`config.mk`:
```
export PLATFORM = sky130hd
export DESIGN_NAME = acc_alu
export DESIGN_NICKNAME = d
export VERILOG_FILES = /design/src/rtl/acc_alu_pkg.sv /design/src/rtl/acc_alu_arith.sv /design/src/rtl/acc_alu_divider.sv /design/src/rtl/acc_alu_jump.sv /design/src/rtl/acc_alu.sv
export SDC_FILE = /design/constraint.sdc
export NUM_CORES = 1
export LEC_CHECK = 0
export BUFFER_PORTS_ARGS = -buffer_cell sky130_fd_sc_hd__buf_2
export CORE_MARGIN = 3
export CORE_UTILIZATION = 50
export CTS_BUF_LIST = sky130_fd_sc_hd__clkbuf_4 sky130_fd_sc_hd__clkbuf_8
export CTS_CLUSTER_SIZE = 28
export DETAILED_ROUTE_END_ITERATION = 7
export PLACE_DENSITY = 0.75
export SLEW_MARGIN = 20
export SYNTH_ARGS = -nofsm -noshare
export SYNTH_HDL_FRONTEND = slang
export SYNTH_HIERARCHICAL = 1
export SYNTH_SLANG_ARGS = --single-unit
```
`constraint.sdc`:
```
create_clock -name clk -period 8.35 [get_ports clk]
set_clock_uncertainty 0.15 [all_clocks]
set_input_delay 1.67 -clock clk [delete_from_list [all_inputs] [get_ports clk]]
set_output_delay 1.67 -clock clk [all_outputs]
set_load 0.1 [all_outputs]
```
`src/rtl/acc_alu_pkg.sv`:
```
package acc_alu_pkg;
  typedef enum logic [2:0] {
    OP_LOAD = 3'd0,
    OP_ADD  = 3'd1,
    OP_SUB  = 3'd2,
    OP_MUL  = 3'd3,
    OP_DIV  = 3'd4,
    OP_COMP = 3'd5,
    OP_RSV6 = 3'd6,
    OP_RSV7 = 3'd7
  } op_e;

  typedef enum logic [1:0] {
    CC_LT  = 2'b00,
    CC_EQ  = 2'b01,
    CC_GT  = 2'b10,
    CC_BAD = 2'b11
  } cc_e;

  typedef enum logic [1:0] {
    JC_LESS    = 2'b00,
    JC_EQUAL   = 2'b01,
    JC_GREATER = 2'b10,
    JC_NEVER   = 2'b11
  } jc_e;
endpackage

```
`src/rtl/acc_alu_arith.sv`:
```
module acc_alu_arith
  import acc_alu_pkg::*;
#(
  parameter int unsigned W = 24
) (
  input  op_e          op,
  input  logic [W-1:0] a,
  input  logic [W-1:0] b,
  output logic [W-1:0] res,
  output cc_e          cmp
);
  localparam int unsigned PW = 2 * W;

  logic [W-1:0]  sum_w;
  logic [W-1:0]  dif_w;
  logic [PW-1:0] prod_w;

  assign sum_w  = a + b;
  assign dif_w  = a - b;
  assign prod_w = $signed({{W{a[W-1]}}, a}) * $signed({{W{b[W-1]}}, b});

  always_comb begin
    unique case (op)
      OP_ADD:  res = sum_w;
      OP_SUB:  res = dif_w;
      OP_MUL:  res = prod_w[W-1:0];
      default: res = b;
    endcase
  end

  always_comb begin
    if ($signed(a) < $signed(b))      cmp = CC_LT;
    else if (a == b)                  cmp = CC_EQ;
    else                              cmp = CC_GT;
  end
endmodule

```
`src/rtl/acc_alu_divider.sv`:
```
module acc_alu_divider #(
  parameter int unsigned W = 24
) (
  input  logic         clk,
  input  logic         rst_n,
  input  logic         start,
  input  logic [W-1:0] dividend,
  input  logic [W-1:0] divisor,
  output logic         run,
  output logic         fin,
  output logic [W-1:0] quot
);
  localparam int unsigned CW = $clog2(W + 1);

  logic [CW-1:0] cnt;
  logic [W:0]    rem;
  logic [W-1:0]  qsh;
  logic [W-1:0]  dsr;
  logic          neg_q;

  logic [W-1:0]  mag_a;
  logic [W-1:0]  mag_b;
  logic [W:0]    rem_sh;
  logic          fits;

  assign mag_a  = dividend[W-1] ? (~dividend + 1'b1) : dividend;
  assign mag_b  = divisor[W-1]  ? (~divisor + 1'b1)  : divisor;
  assign rem_sh = {rem[W-1:0], qsh[W-1]};
  assign fits   = (rem_sh >= {1'b0, dsr});

  assign fin  = run && (cnt == '0);
  assign quot = neg_q ? (~qsh + 1'b1) : qsh;

  always_ff @(posedge clk) begin
    if (!rst_n) begin
      run   <= 1'b0;
      cnt   <= '0;
      rem   <= '0;
      qsh   <= '0;
      dsr   <= '0;
      neg_q <= 1'b0;
    end else if (start && !run) begin
      run   <= 1'b1;
      cnt   <= CW'(W);
      rem   <= '0;
      qsh   <= mag_a;
      dsr   <= mag_b;
      neg_q <= dividend[W-1] ^ divisor[W-1];
    end else if (run) begin
      if (cnt == '0) begin
        run <= 1'b0;
      end else begin
        cnt <= cnt - 1'b1;
        rem <= fits ? (rem_sh - {1'b0, dsr}) : rem_sh;
        qsh <= {qsh[W-2:0], fits};
      end
    end
  end

  a_r10_cnt_bound: assert property (@(posedge clk) disable iff (!rst_n)
    run |-> (cnt <= CW'(W)));

  a_r10_fin_ends_run: assert property (@(posedge clk) disable iff (!rst_n)
    fin |=> !run);

  a_r5_rem_below_divisor: assert property (@(posedge clk) disable iff (!rst_n)
    run |-> (rem < {1'b0, dsr}));
endmodule

```
`src/rtl/acc_alu_jump.sv`:
```
module acc_alu_jump
  import acc_alu_pkg::*;
(
  input  cc_e        cc,
  input  logic [1:0] jcond,
  output logic       taken
);
  always_comb begin
    unique case (jc_e'(jcond))
      JC_LESS:    taken = (cc == CC_LT);
      JC_EQUAL:   taken = (cc == CC_EQ);
      JC_GREATER: taken = (cc == CC_GT);
      default:    taken = 1'b0;
    endcase
  end
endmodule

```
`src/rtl/acc_alu.sv`:
```
module acc_alu
  import acc_alu_pkg::*;
#(
  parameter int unsigned W = 24,
  parameter int unsigned BYTE_W = 8
) (
  input  logic              clk,
  input  logic              rst_n,
  input  logic              op_valid,
  output logic              op_ready,
  input  logic [2:0]        op_code,
  input  logic [W-1:0]      op_word,
  input  logic [1:0]        jcond,
  output logic [W-1:0]      acc,
  output logic [BYTE_W-1:0] acc_byte,
  output logic [1:0]        cc,
  output logic              jump_taken,
  output logic              busy,
  output logic              done,
  output logic              dz_err
);
  op_e          op;
  logic         fire;
  logic         word_zero;
  logic         div_start;
  logic         div_run;
  logic         div_fin;
  logic [W-1:0] div_q;
  logic [W-1:0] alu_res;
  cc_e          alu_cmp;
  cc_e          cc_q;

  assign op        = op_e'(op_code);
  assign fire      = op_valid && op_ready;
  assign word_zero = (op_word == '0);
  assign div_start = fire && (op == OP_DIV) && !word_zero;

  assign op_ready  = !div_run;
  assign busy      = div_run;
  assign cc        = cc_q;
  assign acc_byte  = acc[BYTE_W-1:0];

  acc_alu_arith #(.W(W)) u_arith (
    .op  (op),
    .a   (acc),
    .b   (op_word),
    .res (alu_res),
    .cmp (alu_cmp)
  );

  acc_alu_divider #(.W(W)) u_div (
    .clk      (clk),
    .rst_n    (rst_n),
    .start    (div_start),
    .dividend (acc),
    .divisor  (op_word),
    .run      (div_run),
    .fin      (div_fin),
    .quot     (div_q)
  );

  acc_alu_jump u_jump (
    .cc    (cc_q),
    .jcond (jcond),
    .taken (jump_taken)
  );

  always_ff @(posedge clk) begin
    if (!rst_n) begin
      acc    <= '0;
      cc_q   <= CC_EQ;
      done   <= 1'b0;
      dz_err <= 1'b0;
    end else begin
      done   <= 1'b0;
      dz_err <= 1'b0;
      if (div_fin) begin
        acc  <= div_q;
        done <= 1'b1;
      end else if (fire) begin
        unique case (op)
          OP_LOAD, OP_ADD, OP_SUB, OP_MUL: begin
            acc  <= alu_res;
            done <= 1'b1;
          end
          OP_DIV: begin
            if (word_zero) begin
              dz_err <= 1'b1;
              done   <= 1'b1;
            end
          end
          OP_COMP: begin
            cc_q <= alu_cmp;
            done <= 1'b1;
          end
          default: done <= 1'b1;
        endcase
      end
    end
  end

  a_r7_cc_legal: assert property (@(posedge clk) disable iff (!rst_n)
    cc_q != CC_BAD);

  a_r8_cc_hold: assert property (@(posedge clk) disable iff (!rst_n)
    !(fire && op == OP_COMP) |=> $stable(cc_q));

  a_r7_comp_keeps_acc: assert property (@(posedge clk) disable iff (!rst_n)
    (fire && op == OP_COMP) |=> $stable(acc));

  a_r6_div_zero: assert property (@(posedge clk) disable iff (!rst_n)
    (fire && op == OP_DIV && word_zero) |=> (dz_err && done && !busy && $stable(acc)));

  a_r10_div_goes_busy: assert property (@(posedge clk) disable iff (!rst_n)
    div_start |=> (busy && !done));

  a_r10_done_not_busy: assert property (@(posedge clk) disable iff (!rst_n)
    done |-> !busy);

  a_r12_reserved_keep: assert property (@(posedge clk) disable iff (!rst_n)
    (fire && (op == OP_RSV6 || op == OP_RSV7)) |=> ($stable(acc) && $stable(cc_q) && done));
endmodule

```
==> results.yml <==
status:
  status: "complete, no violations"
sta:
  slew_violations: 0
  rsz0062_at_grt: "no"
  fmax_mhz: 123
  slew_headroom: 0.288
  hold_violations: 0
  period_needed_ns: 8.10
  fin_crit_sh: 0.970
  fin_tns_setup_ns: 0
  finalSetupViolations: 0
  worst_pin_slew_ns: 1.07
place:
  gp_congestion: 0.981
  dpl_cell_area_um2: 21100
  portBuffers: 70
  dp_cells: 3038
  hpwl_mm: 49.9
global_route:
  grt_pass1_wl_mm: 100
  antenna_found_initial: 2
  overflow: 0
  grt_max_degree: 83
  grt_pass1_vias: 17967
  gr-usage-all-layers: 0.302
synthesis:
  ys.flop_type: "dfxtp_1"
  synth_nets: 2903
  ys_async_sr_fraction: 0
  ys_types: 86
  synth_seq_cells: 107
  synth.avg_cell_area_um2: 8.01
  seq_area_frac_synth: 0.108
  yosysWarningCount: 6
  synth_edf_count: 0
  synth_cells: 2476
  syn-cell-area_um2: 19800
die:
  core_area_um2: 38900
  initial_core_util: 0.510
  dieWidth_um: 205
  fp.dieH_um: 205
  io_pins: 71
  num_rows: 72
  die_area_um2: 42100
clocking:
  numCtsBuffers: 9
  clock_latency_ns: 0.41
  clkTransAtPathRegs_ns: 0.12
  clock_sinks: 107
  cts_htree_levels: 3
  cts_tree: "yes"
  hold_buffers: 0
  cts_root_buf: "clkbuf_8"
  cts.path.max_buffers: 2
setup_path:
  rrSetupSlack_ns: 0.69
  critical_path_class: "in2reg"
  start_kind: "primary input"
  cp-end-kind: "register"
  worstPathArrival_ns: 8.31
  crit_required_ns: 8.56
  cp_max_fo: 14
power_and_ir_drop:
  fin_total_pwr_mw: 4.64
  static-leakage-power_nw: 10.6
  intPower_mw: 2.21
  seq_power_share: 0.129
  irDropWorstVdd_v: 0.000323
  switchingPower_mw: 2.42
  power.share.clock: 0.084
  pwr-share-comb: 0.787
  netSwitchingFraction: 0.523
  power_density_nw_per_um2: 217
layout:
  diodes: 0
  drive_above_1_share: 0.0935
  instances_no_fill: 3054
  stdcell_area_um2: 21400
  nFillCells: 3666
  area_growth_pct: 7.64
  nets: 2958
  finish.utilization: 0.549
routing:
  ant_nets: 0
  routed_wl_mm: 63.4
  wl_per_cell_um: 20.8
  first_pass_iters: 6
  via_count: 18157
  drt-initial-drc-count: 1868
  drcViolationCount: 0
  viasPerCell: 5.95
min_path:
  hold_class: "reg2reg"
run:
  maxCapViolations: 0
## synthesized netlist by cell type (all sizes together), types with 6 or more instances
| cell type | count | area (µm²) |
|---|---|---|
| fa | 215 | 4300 |
| o22ai | 9 | 56.3 |
| clkbuf | 112 | 420 |
| and2 | 166 | 1040 |
| nor2 | 111 | 417 |
| nand2b | 22 | 138 |
| nand4 | 6 | 37.5 |
| a221o | 11 | 110 |
| a21oi | 104 | 524 |
| a2111oi | 6 | 83.8 |
| o21a | 19 | 143 |
| nor4 | 13 | 81.3 |
| a211oi | 15 | 113 |
| o21bai | 12 | 93.8 |
| nand3 | 47 | 235 |
| a21o | 21 | 158 |
| xnor2 | 111 | 972 |
| buf | 22 | 169 |
| o41ai | 9 | 86.3 |
| a22oi | 9 | 67.6 |
| o211a | 49 | 490 |
| nor3 | 23 | 115 |
| a2bb2oi | 6 | 52.6 |
| o221ai | 11 | 96.3 |
| nand2 | 287 | 1080 |
| o31ai | 29 | 245 |
| or3 | 17 | 118 |
| a211o | 7 | 61.3 |
| a221oi | 7 | 61.3 |
| o21ai | 117 | 586 |
| or2 | 7 | 46.3 |
| or4 | 11 | 93.8 |
| a31oi | 10 | 62.6 |
| dfxtp | 107 | 2140 |
| nor2b | 17 | 106 |
| inv | 375 | 1410 |
| and3 | 24 | 150 |
| o311ai | 6 | 70.1 |
| mux2i | 39 | 390 |
| ha | 180 | 2250 |
| xor2 | 42 | 368 |
| o211ai | 15 | 118 |
## logic make-up (layout without fill, tap and decap cells)
family                   count (synthesis)  after routing  synth area share
AND/OR/NAND/NOR                        770            770             0.193
multiplexers                            39             39            0.0197
XOR/XNOR                               154            154            0.0687
adder cells (fa/ha/maj)                395            395             0.331
flip-flops                             107            107             0.108
AO/OA/AOI/OAI                          501            501             0.179
buffers and inverters                  510            570             0.101
## per-layer routing
metal / global-route usage / up-vias / share of wire
met5: 0 / - / 0.00020
met4: 0.0681 / 2 / 0.018
met3: 0.0516 / 101 / 0.088
met2: 0.472 / 816 / 0.45
met1: 0.438 / 8965 / 0.45
li1: - / 8273 / -
## what timing repair did
action / 4_1_cts / 5_1_grt
resized for setup: 0 / 10
hold endpoints to repair: 0 / 0
setup buffers: 0 / 0
setup endpoints to repair: 0 / 3
## critical path: stages
cell,delay [ns]
buf_2,0.19
ha_1,0.26
fa_1,0.54
fa_1,0.56
inv_1,0.05
fa_1,0.42
inv_1,0.07
ha_1,0.13
inv_1,0.05
fa_1,0.52
inv_1,0.05
fa_1,0.47
inv_1,0.05
fa_1,0.53
inv_1,0.04
ha_1,0.34
o2111ai_1,0.18
buf_4,0.18
a21o_1,0.16
a21oi_1,0.22
o211ai_1,0.19
a311oi_1,0.35
o21ai_0,0.13
a21oi_1,0.23
a2bb2oi_1,0.36
mux2i_1,0.11
o21ai_0,0.10
o211a_1,0.16
## flip-flops by register name (all words and copies together), names as in the netlist
name / cells
dz_err: 1
done: 1
u_div/dsr: 24
u_div/cnt: 5
u_div/qsh: 24
u_div/rem: 24
u_div/run: 1
acc: 24
cc: 2
u_div/neg_q: 1
## cell usage in the layout (no fill, tap or decap), types with 102 or more instances in the layout
master and instances:
nand2_1 287, fa_1 215, dfxtp_1 107, ha_1 180
o21ai_0 111, and2_1 166, a21oi_1 102, inv_1 375
buf_4 107, nor2_1 110, xnor2_1 110
## stage by stage
step,worst slack [ns],hold slack (ns)
2_1_floorplan,0.0729,0.297
3_3_place_gp,-0.212,0.314
4_1_cts,0.145,0.342
6_report,0.250,0.346
5_1_grt,0.00204,0.356
3_5_place_dp,-0.318,0.324
## cell type report
class / count / area, µm² / share of cell area
Clock buffer: 9 / 124 / 0.00580
Clock inverter: 7 / 105 / 0.00492
Inverter: 376 / 1410 / 0.0661
Multi-Input combinational cell: 1859 / 15700 / 0.737
Sequential cell: 107 / 2140 / 0.100
Tap cell: 518 / 648 / 0.0304
Timing Repair Buffer: 178 / 1180 / 0.0554
## power by group through the flow
stage	logic, mW	registers, mW	clock network [mW]
global route	4.03	0.601	0.412
detailed placement	3.49	0.606	0
floorplan	2.38	0.663	0
global placement	3.38	0.606	0
CTS	3.51	0.595	0.395
finish	3.65	0.599	0.389
## worst paths after layout
kind | start | to | cells past startpoint
setup / recovery | op_word[5] | acc[22] | 28
hold / removal | u_div/rem[15] | u_div/rem[15] | 2
setup reg to reg | acc[6] | acc[21] | 27
hold reg to reg | u_div/rem[15] | u_div/rem[15] | 2
No activity file was read; power rests on OpenSTA's default activity.
